### config.mk
export PLATFORM = sky130hd
export DESIGN_NAME = usec_tick_div
export DESIGN_NICKNAME = d
export VERILOG_FILES = /design/src/rtl/usec_tick_pkg.sv /design/src/rtl/usec_code_reg.sv /design/src/rtl/usec_odd_stage.sv /design/src/rtl/usec_pow_stage.sv /design/src/rtl/usec_tick_div.sv
export SDC_FILE = /design/constraint.sdc
export NUM_CORES = 1
export LEC_CHECK = 0
export ABC_AREA = 1
export BUFFER_PORTS_ARGS = -buffer_cell sky130_fd_sc_hd__buf_2
export CAP_MARGIN = 20
export CORE_UTILIZATION = 56
export CTS_BUF_LIST = sky130_fd_sc_hd__clkbuf_4 sky130_fd_sc_hd__clkbuf_8
export CTS_CLUSTER_DIAMETER = 100
export DETAILED_ROUTE_END_ITERATION = 10
export GPL_TIMING_DRIVEN = 1
export PLACE_DENSITY_LB_ADDON = 0.25
export SYNTH_ARGS = -nofsm -noshare
export SYNTH_HDL_FRONTEND = slang
export SYNTH_HIERARCHICAL = 1
export SYNTH_SLANG_ARGS = --single-unit
### constraint.sdc
create_clock -name clk -period 4.3 [get_ports clk]
set_clock_uncertainty 0.15 [all_clocks]
set_input_delay 0.215 -clock clk [delete_from_list [all_inputs] [get_ports clk]]
set_output_delay 0.215 -clock clk [all_outputs]
set_load 0.005 [all_outputs]
### src/rtl/usec_tick_pkg.sv
package usec_tick_pkg;
  localparam int SEL_W   = 2;
  localparam int EXP_W   = 3;
  localparam int CODE_W  = SEL_W + EXP_W;
  localparam int ODD_W   = SEL_W + 1;
  localparam int POW_W   = (1 << EXP_W) - 1;
  localparam int RATIO_W = ODD_W + POW_W;

  typedef logic [CODE_W-1:0] code_t;

  // odd pre-divide factor: 1, 3, 5 or 7
  function automatic logic [ODD_W-1:0] odd_factor(input logic [SEL_W-1:0] sel);
    return {sel, 1'b1};
  endfunction

  // all-ones mask marking the last prescaler count for 2^exp
  function automatic logic [POW_W-1:0] pow_mask(input logic [EXP_W-1:0] exp);
    logic [POW_W:0] one;
    logic [POW_W:0] tmp;
    one = {{POW_W{1'b0}}, 1'b1};
    tmp = (one << exp) - one;
    return tmp[POW_W-1:0];
  endfunction

  // total tick period in clock cycles for a non-zero code
  function automatic logic [RATIO_W-1:0] tick_ratio(input code_t c);
    logic [RATIO_W-1:0] f;
    f = RATIO_W'(odd_factor(c[SEL_W-1:0]));
    return f << c[CODE_W-1:SEL_W];
  endfunction
endpackage

### src/rtl/usec_code_reg.sv
module usec_code_reg
  import usec_tick_pkg::*;
(
  input  logic  clk,
  input  logic  rst_n,
  input  logic  we,
  input  code_t code_in,
  output code_t code_q,
  output logic  restart,
  output logic  run
);
  always_ff @(posedge clk or negedge rst_n) begin
    if (!rst_n)  code_q <= '0;
    else if (we) code_q <= code_in;
  end

  assign restart = we;
  assign run     = (code_q != '0);
endmodule

### src/rtl/usec_odd_stage.sv
module usec_odd_stage
  import usec_tick_pkg::*;
(
  input  logic             clk,
  input  logic             rst_n,
  input  logic             run,
  input  logic             restart,
  input  logic [SEL_W-1:0] sel,
  output logic             wrap
);
  logic [ODD_W-1:0] cnt;
  logic [ODD_W-1:0] limit;

  assign limit = odd_factor(sel) - ODD_W'(1);
  assign wrap  = run && (cnt == limit);

  always_ff @(posedge clk or negedge rst_n) begin
    if (!rst_n)              cnt <= '0;
    else if (restart || !run) cnt <= '0;
    else if (wrap)           cnt <= '0;
    else                     cnt <= cnt + ODD_W'(1);
  end
endmodule

### src/rtl/usec_pow_stage.sv
module usec_pow_stage
  import usec_tick_pkg::*;
(
  input  logic             clk,
  input  logic             rst_n,
  input  logic             run,
  input  logic             restart,
  input  logic             advance,
  input  logic [EXP_W-1:0] exp,
  output logic             last
);
  logic [POW_W-1:0] cnt;

  assign last = (cnt == pow_mask(exp));

  always_ff @(posedge clk or negedge rst_n) begin
    if (!rst_n)               cnt <= '0;
    else if (restart || !run) cnt <= '0;
    else if (advance) begin
      if (last) cnt <= '0;
      else      cnt <= cnt + POW_W'(1);
    end
  end
endmodule

### src/rtl/usec_tick_div.sv
module usec_tick_div
  import usec_tick_pkg::*;
(
  input  logic              clk,
  input  logic              rst_n,
  input  logic              cfg_we,
  input  logic [CODE_W-1:0] cfg_code,
  output logic              tick
);
  code_t code_q;
  logic  restart;
  logic  run;
  logic  pre_en;
  logic  pow_last;

  usec_code_reg u_code (
    .clk     (clk),
    .rst_n   (rst_n),
    .we      (cfg_we),
    .code_in (cfg_code),
    .code_q  (code_q),
    .restart (restart),
    .run     (run)
  );

  usec_odd_stage u_odd (
    .clk     (clk),
    .rst_n   (rst_n),
    .run     (run),
    .restart (restart),
    .sel     (code_q[SEL_W-1:0]),
    .wrap    (pre_en)
  );

  usec_pow_stage u_pow (
    .clk     (clk),
    .rst_n   (rst_n),
    .run     (run),
    .restart (restart),
    .advance (pre_en),
    .exp     (code_q[CODE_W-1:SEL_W]),
    .last    (pow_last)
  );

  assign tick = pre_en && pow_last;
endmodule

# After elaboration in Yosys (flattened, before gate mapping)

Index checks and enable logic that the tools add are counted.

Flip-flop bits (word level): 15
Output and inout bits: 1
Input bits: 8
Logic and storage cells: 21

Equal/unequal tests: 2
Reduce and logical (&&, ||, !) cells: 6
Add/subtract/negate cells: 4
Shift operators: 1
Muxes and demuxes: 5

Operator list:

| kind                | number |
|---|---|
| $mux 7              | 3 |
| $add 7x1->7 const B | 1 |
| $eq 7x7->1          | 1 |
| $shl 1x3->7 const A | 1 |
| $sub 7x1->7 const B | 1 |
| $mux 3              | 2 |
| $reduce_bool 5->1   | 1 |
| $add 3x1->3 const B | 1 |
| $eq 3x3->1          | 1 |
| $sub 3x1->3 const B | 1 |
| $logic_and 1x1->1   | 2 |
| $reduce_bool 2->1   | 1 |
| $logic_not 1->1     | 1 |
| $logic_or 1x1->1    | 1 |

# Depth between registers and ports, before layout

Gate-level depths: netlist of run 1.

Depth in word-level cells: 6
Gate-level depth with buffers: 11
Depth with buffers taken out: 10

# Hierarchy

Netlist of run 1, hierarchy kept.

Modules (own cells, without submodules):

| module         | area each (um2) | sequential area each (um2) | cells an instance | times used |
|---|---|---|---|---|
| usec_pow_stage | 564.3           | 175.2                      | 83                | 1 |
| usec_code_reg  | 222.7           | 125.1                      | 25                | 1 |
| usec_odd_stage | 188.9           | 75.1                       | 26                | 1 |
| usec_tick_div  | 7.5             | 0.0                        | 2                 | 1 |

# Least setup slack after synthesis of run 1

OpenSTA, ideal clock, no wires.

Kind: reg-to-reg
Start: register u_code.code_q[3]
End: register u_pow.cnt[4]
Data arrival time: 1,508 ps
Path buffers: 1
Period minus slack after synthesis: 1,736 ps
Setup time: 77 ps
Required time: 4,073 ps
Stages on the path, launching flop included: 11
Path slack: 2,564 ps
Cell sequence: dfrtp_1 > inv_1 > nand3_1 > nand3_1 > nor2_4 > inv_1 > nand2_1 > buf_2 > nand4_1 > xor2_1 > a21oi_1

Elaborated cells between the ends (all ways): 11
Those cells by class: 1 x add/sub; 1 x eq/ne; 1 x shift; 3 x mux; 5 x reduce/logical

RTL lines:

| what                        | RTL line             | text |
|---|---|---|
| from (decl)                 | usec_code_reg.sv:8   | `output code_t code_q,` |
| from (signal assigned)      | usec_code_reg.sv:14  | `else if (we) code_q <= code_in;` |
| $reduce_bool 5->1           | usec_code_reg.sv:18  | `assign run = (code_q != '0);` |
| via run                     | usec_tick_div.sv:12  | `logic run;` |
| $logic_and 1x1->1           | usec_odd_stage.sv:15 | `assign wrap = run && (cnt == limit);` |
| via pre_en                  | usec_tick_div.sv:13  | `logic pre_en;` |
| $reduce_bool 2->1 (no line) | -                    |  |
| to (signal assigned)        | usec_pow_stage.sv:21 | `else cnt <= cnt + POW_W'(1);` |
| to (decl)                   | usec_pow_stage.sv:12 | `logic [POW_W-1:0] cnt;` |

The timed path passes the listed nets, and every way through them passes these cells. The select of a mux whose other input is x is not followed.
A chain may end at the register's enable or synchronous reset.

# Final worst setup path of run 1

Start: register u_code.code_q[4]
End: output tick

Cells in the longest elaborated chain, start to end: 4
Elaborated cells between the ends (all ways): 6
Those cells by class: 1 x add/sub; 1 x eq/ne; 1 x shift; 3 x reduce/logical

Ends and longest elaborated chain:

| what              | RTL line             | text |
|---|---|---|
| $shl 1x3->7       | usec_tick_pkg.sv:21  | `tmp = (one << exp) - one;` |
| $sub 7x1->7       | usec_tick_pkg.sv:21  |  |
| $eq 7x7->1        | usec_pow_stage.sv:14 | `assign last = (cnt == pow_mask(exp));` |
| via pow_last      | usec_tick_div.sv:14  | `logic pow_last;` |
| $logic_and 1x1->1 | usec_tick_div.sv:45  | `assign tick = pre_en && pow_last;` |
| to (decl)         | usec_tick_div.sv:8   | `output logic tick` |

The timed path passes the listed nets, and every way through them passes these cells.

==> results of run 1 <==
==> metal layers <==
metal,vias up,wire length (um),share of wire [%]
met5,-,0,0
met4,0,37,1.9
met1,407,909,47
li1,448,-,-
met2,18,903,47
met3,4,73,3.8
==> tightest hold or removal path: stages <==
cell	delay, ns
buf_2	0.07
nand2_1	0.04
o21ai_1	0.09
==> final cells by class <==
class / count / share of cell area (%)
multi-input combinational: 92 / 44.0
sequential: 15 / 34.5
inverter: 25 / 8.62
timing repair buffer: 13 / 8.28
clock buffer: 4 / 2.76
tap: 16 / 1.84
==> synth_stat cells, drive strengths merged <==
library cell  number
nand3             11
o21ai              7
or2                1
a21oi              6
nand2             40
ha                 2
dfrtp             15
inv               25
nor2              14
xor2               5
nand3b             1
nand4              5
buf                4
==> kinds of logic (layout without fill, tap and decap cells) <==
| group | after synthesis | in the layout | synth area share, % |
|---|---|---|---|
| adder cells (fa/ha/maj) | 2 | 2 | 2.54 |
| buffers and inverters | 29 | 42 | 13.1 |
| XOR/XNOR | 5 | 5 | 4.45 |
| AO/OA/AOI/OAI | 13 | 13 | 7.38 |
| flip-flops | 15 | 15 | 38.2 |
| AND/OR/NAND/NOR | 72 | 72 | 34.4 |
==> power groups by stage <==
stage,clock (mW),sequential (mW),combinational (mW)
2_1_floorplan,0,0.163,0.0604
3_3_place_gp,0,0.166,0.0677
3_5_place_dp,0,0.167,0.0713
4_1_cts,0.0900,0.164,0.0750
5_1_grt,0.0986,0.166,0.0852
6_report,0.0871,0.165,0.0754
==> flip-flops by register name, summed over array words and instances (netlist names) <==
name and count:
u_code/code_q 5, u_odd/cnt 3, u_pow/cnt 7
==> worst max-delay path by stage <==
stage          cells after the start                         start  slack, ns                  endpoint
6_report                          11  u_code/code_q[4]$_DFFE_PN0P_       2.19                      tick
5_1_grt                           11  u_code/code_q[4]$_DFFE_PN0P_       2.02                      tick
4_1_cts                           11  u_code/code_q[4]$_DFFE_PN0P_       2.19                      tick
3_5_place_dp                       9  u_code/code_q[4]$_DFFE_PN0P_       2.29  u_pow/cnt[5]$_DFFE_PN0P_
3_3_place_gp                       9  u_code/code_q[4]$_DFFE_PN0P_       2.38  u_pow/cnt[4]$_DFFE_PN0P_
2_1_floorplan                     10  u_code/code_q[3]$_DFFE_PN0P_       2.56  u_pow/cnt[4]$_DFFE_PN0P_
==> per-stage QoR <==
| step | total power, mW | cell area (sq um) | utilization [%] | setup WS, ns | cells |
|---|---|---|---|---|---|
| finish | 0.327 | 1090 | 69.0 | 2.19 | 165 |
| global placement | 0.234 | 1010 | 64.0 | 2.38 | 156 |
| detailed placement | 0.238 | 1010 | 64.0 | 2.29 | 156 |
| floorplan | 0.223 | 983 | - | 2.56 | 136 |
| CTS | 0.330 | 1090 | 69.0 | 2.19 | 165 |
| global route | 0.350 | 1090 | 69.0 | 2.02 | 165 |
==> repair_timing <==
action,in CTS,in global routing
hold buffers,5,0
resized for setup,0,0
endpoints found under the hold margin,19,0
==> impl_metrics.env, run 1 <==
export IMPL_reg2regPathDepth=9
export IMPL_fin_nets=160
export IMPL_cap_violations=0
export IMPL_crit_arrival_ns=1.74
export IMPL_met2_usage_pct=38.5
export IMPL_grt_pass1_vias=777
export IMPL_power_frac_seq_pct=50.3
export IMPL_wirelength_um=1920
export IMPL_ys_ff_latch=15
export IMPL_drtPass1Iterations=4
export IMPL_start_kind="flop"
export IMPL_synth_top_area_share_pct=38.2
export IMPL_min_from="cfg_code[0]"
export IMPL_tns_ns=0
export IMPL_via_count=877
export IMPL_cpPeakStageDelay_ns=0.52
export IMPL_yosysSeqAreaShare_pct=38.2
export IMPL_crit_type="reg -> out"
export IMPL_r2r_end="u_pow/cnt[2]$_DFFE_PN0P_"
export IMPL_cts_root_buffer="clkbuf_4"
export IMPL_hold_viol_final=0
export IMPL_n_antenna_cell=0
export IMPL_cts_sinks=15
export IMPL_multiInputGateArea_sq_um=479
export IMPL_min_to="u_code/code_q[0]$_DFFE_PN0P_"
export IMPL_layout_commonest_cell="nand2_1"
export IMPL_core_sq_um=1580
export IMPL_place_port_buffers=8
export IMPL_synthesis_area_sq_um=983
export IMPL_fillers=133
export IMPL_hp_class="in -> reg"
export IMPL_end_kind="primary output"
export IMPL_grt_max_degree=16
export IMPL_initial_utilization_pct=62.4
export IMPL_layout_common_cells="nand2_1, inv_1, dfrtp_1"
export IMPL_synthCells=136
export IMPL_ant_nets=0
export IMPL_fin_crit_sh_pct=49.0
export IMPL_final_min_clock_period_ns=2.11
export IMPL_yosys_cell_types_count=21
export IMPL_timing_rr_start="u_code/code_q[4]$_DFFE_PN0P_"
export IMPL_clock_power_share_pct=26.6
export IMPL_dp_hpwl_um=1370
export IMPL_grt_util_met1_pct=27.5
export IMPL_swShare_pct=32.4
export IMPL_avgSynthCellArea_sq_um=7.23
export IMPL_max_clock_freq_mhz=474
export IMPL_row_count=14
export IMPL_routabilityCongestion=0.814
export IMPL_top_usage_layer="met2"
export IMPL_post_cts_buffers=0
export IMPL_path_delay_family="simple AND/OR/NAND/NOR gates"
export IMPL_ir_drop_mv=0.239
export IMPL_vias_per_cell=5.32
export IMPL_r2r_slack_ns=2.24
export IMPL_synthTopCellsByArea="dfrtp_1, nand2_1, inv_1, nand3_1, nor2_1"
export IMPL_dr_first_iter_drc_count=24
export IMPL_yosysTopAreaCell="dfrtp_1"
export IMPL_fp_dieW_um=43.9
export IMPL_relSlewSlack_pct=77.0
export IMPL_cp_cell_sequence="inv_1 > nand2_1 > nand2_1 > nand2_1 > nand2_1 > nor2_1 > nand3_2 > inv_1 > nand2_1 > inv_1 > buf_2"
export IMPL_p_int_mw=0.221
export IMPL_drc=0
export IMPL_use_met3_pct=5.42
export IMPL_cts_path_max_buffers=2
export IMPL_p_leak_nw=0.589
export IMPL_grtUsageTotal_pct=23.2
export IMPL_cts_tree="done"
export IMPL_drive_gt1_share_pct=13.4
export IMPL_grt_ovfl_total=0
export IMPL_die_area_sq_um=1930
export IMPL_status="complete, no violations"
export IMPL_cts_buffers=3
export IMPL_yosysWarnings=6
export IMPL_p_per_area_nw_per_um2=301
export IMPL_min_path_cells=3
export IMPL_die_h_um=43.9
export IMPL_worstPathMaxFanout=10
export IMPL_syn2layout_area_growth_pct=10.7
export IMPL_regArea_sq_um=375
export IMPL_p_switching_mw=0.106
export IMPL_combPwrFrac_pct=23.0
export IMPL_synth_fp_nets=146
export IMPL_boundaryPins=9
export IMPL_h_tree_depth=1
export IMPL_tightest_slew_ns=0.345
export IMPL_required_ns=3.93
export IMPL_grt_pass1_wl_um=3170
export IMPL_cts_clk_slew_worst_paths_ns=0.08
export IMPL_rsz0062_at_grt="no"
export IMPL_setup_violations=0
export IMPL_finalMaxSlewViolations=0
export IMPL_routedWlPerCell_um=11.7
export IMPL_crit_slowest_cell="dfrtp_1"
export IMPL_clock_latency_ns=0.29
export IMPL_crit_buf_inv=4
export IMPL_cp_common_cell="nand2_1"
export IMPL_hold_slack_ns=0.0279
export IMPL_antenna_found_initial=0
Power figures use the tool's default switching activity.
==> run 2: changes to the inputs <==
- ABC_AREA: 1 -> 0
- clock period: 4.3 -> 2.1 ns (I/O delays scaled with it)
==> impl_metrics.env, run 2 <==
export IMPL_worstPathMaxFanout=5
export IMPL_timing_rr_start="u_code/code_q[4]$_DFFE_PN0P_"
export IMPL_crit_arrival_ns=2.11
export IMPL_ys_ff_latch=15
export IMPL_layout_commonest_cell="dfrtp_1"
export IMPL_yosys_cell_types_count=37
export IMPL_critPathLaunch="u_code/code_q[4]$_DFFE_PN0P_"
export IMPL_synth_top_area_share_pct=41.7
export IMPL_boundaryPins=9
export IMPL_antenna_found_initial=0
export IMPL_met2_usage_pct=40.3
export IMPL_start_kind="flop"
export IMPL_yosysWarnings=6
export IMPL_routedWlPerCell_um=16.8
export IMPL_drive_gt1_share_pct=42.5
export IMPL_top_usage_layer="met2"
export IMPL_initial_utilization_pct=59.8
export IMPL_place_port_buffers=8
export IMPL_grtUsageTotal_pct=25.6
export IMPL_finalMaxSlewViolations=0
export IMPL_synthCells=85
export IMPL_cts_tree="done"
export IMPL_fp_dieW_um=42.1
export IMPL_synthTopCellsByCount="dfrtp_1, nor3_1, nand2_1"
export IMPL_cpPeakStageDelay_ns=0.55
export IMPL_fin_nets=124
export IMPL_via_count=788
export IMPL_yosys_most_used_dff="dfrtp_1"
export IMPL_p_leak_nw=0.521
export IMPL_synthTopCellsByArea="dfrtp_1, mux2_2, nor3_1, xor2_1, xnor2_1"
export IMPL_grt_util_met1_pct=35.4
export IMPL_core_sq_um=1510
export IMPL_largest_reg_flops=7
export IMPL_crit_slowest_cell="or4_4"
export IMPL_grt_pass1_wl_um=3370
export IMPL_final_min_clock_period_ns=2.11
export IMPL_avgSynthCellArea_sq_um=10.6
export IMPL_async_flop_share_pct=100
export IMPL_vias_per_cell=6.11
export IMPL_yosysSeqAreaShare_pct=41.7
export IMPL_cp_cell_sequence="or4_4 > o22ai_4 > a31oi_4 > buf_4 > nor4_4 > nor3_2"
export IMPL_drc=0
export IMPL_h_tree_depth=1
export IMPL_reg2regPathDepth=6
export IMPL_regMostFlops="u_pow/cnt"
export IMPL_grt_max_degree=16
export IMPL_placedInstanceArea_sq_um=991
export IMPL_syn2layout_area_growth_pct=35.7
export IMPL_tns_ns=-0.0165
export IMPL_final_area_sq_um=1220
export IMPL_cts_buffers=3
export IMPL_synth_edf_count=0
export IMPL_relSlewSlack_pct=72.9
export IMPL_cts_root_buffer="clkbuf_4"
export IMPL_top_regs="u_pow/cnt x7, u_code/code_q x5, u_odd/cnt x3"
export IMPL_max_clock_freq_mhz=474
export IMPL_grt_pass1_vias=764
export IMPL_status="complete, but fails checks"
export IMPL_hold_viol_final=0
export IMPL_cap_violations=0
export IMPL_row_count=14
export IMPL_fin_total_pwr_mw=0.767
export IMPL_grt_ovfl_total=0
export IMPL_fin_crit_sh_pct=100
export IMPL_hp_class="in -> async"
export IMPL_crit_type="reg -> reg"
export IMPL_cts_clk_slew_worst_paths_ns=0.09
export IMPL_drtPass1Iterations=4
export IMPL_ant_nets=0
export IMPL_dp_hpwl_um=1400
export IMPL_tightest_slew_ns=0.403
export IMPL_required_ns=2.10
export IMPL_wirelength_um=2170
export IMPL_routabilityCongestion=0.908
export IMPL_hold_slack_ns=0.101
export IMPL_violations="negative setup slack"
export IMPL_synth_most_common_cell="dfrtp_1"
export IMPL_use_met3_pct=3.45
export IMPL_ir_drop_mv=0.487
export IMPL_p_per_area_nw_per_um2=628
export IMPL_end_kind="flop"
export IMPL_setup_violations=2
export IMPL_die_area_sq_um=1770
export IMPL_clock_latency_ns=0.28
export IMPL_cts_path_max_buffers=2
export IMPL_setup_ws_ns=-0.00976
export IMPL_cts_sinks=15
export IMPL_synth_fp_nets=95
export IMPL_yosysTopAreaCell="dfrtp_1"
export IMPL_layout_common_cells="dfrtp_1, buf_4, buf_2"
export IMPL_fillers=95
export IMPL_rsz0062_at_grt="yes"
export IMPL_synthesis_area_sq_um=901
export IMPL_die_h_um=42.1
export IMPL_n_antenna_cell=0
export IMPL_dr_first_iter_drc_count=20
## run 2: report_power, final
part / total, mW / switching, mW / internal, mW
registers: 0.338 / 0.0253 / 0.313
logic: 0.253 / 0.133 / 0.120
clock network: 0.176 / 0.0897 / 0.0866
## run 2: final timing paths
kind | slack [ns] | to
worst max-delay path | -0.01 | u_pow/cnt[5]$_DFFE_PN0P_
worst min-delay path | 0.10 | u_odd/cnt[2]$_DFF_PN0_
worst max register to register | -0.01 | u_pow/cnt[5]$_DFFE_PN0P_
worst min register to register | 0.42 | u_code/code_q[0]$_DFFE_PN0P_
max in group asynchronous | 1.45 | u_pow/cnt[6]$_DFFE_PN0P_
min in group clk | 0.42 | u_code/code_q[0]$_DFFE_PN0P_
## run 2: cell families (layout without fill, tap and decap cells)
logic type	after synthesis	in the layout	synth area share [%]
and+or+nand+nor	37	37	25.1
AOI/OAI and AO/OA	12	12	12.1
adders and majority gates	2	2	2.78
xor gates and xnor gates	9	9	8.75
muxes	5	5	6.25
buffers and inverters	5	33	3.33
DFF	15	15	41.7
## run 2: critical path: cells and delay by family (launching register included)
kind	cells	cell delay, ns
AOI/OAI and AO/OA	2	0.25
buffers and inverters	1	0.15
DFF	1	0.40
and+or+nand+nor	3	1.02
## run 2: through the flow
| stage | util (%) | std cells | setup slack, ns |
|---|---|---|---|
| after floorplan | - | 85 | 0.126 |
| final | 81.1 | 129 | -0.00976 |
| after CTS | 77.2 | 128 | -0.00968 |
| after detailed placement | 65.8 | 113 | 0.110 |
| after global routing | 81.1 | 129 | -0.0863 |
| after global placement | 65.8 | 113 | 0.153 |
## run 2: final cells by class
type | count | area (sq um) | share of cell area, %
Tap cell | 16 | 20.0 | 1.64
Inverter | 2 | 7.51 | 0.614
Sequential cell | 15 | 375 | 30.7
Timing Repair Buffer | 27 | 200 | 16.4
Clock buffer | 4 | 30.0 | 2.46
Multi-Input combinational cell | 65 | 589 | 48.2
## run 2: timing repair
| action | CTS | global route |
|---|---|---|
| buffers inserted | 4 | 1 |
| gates resized for setup | 7 | 11 |
| pin swaps | 4 | 3 |
| endpoints found under the setup margin | 1 | 8 |
| hold endpoints to repair | 23 | 0 |
| hold buffers | 7 | 0 |
## run 2: per-layer routing
metal | part of all wire, % | wire, um
met1 | 47 | 1010
met2 | 48 | 1040
met3 | 3.9 | 85
met4 | 1.6 | 34
met5 | 0 | 0
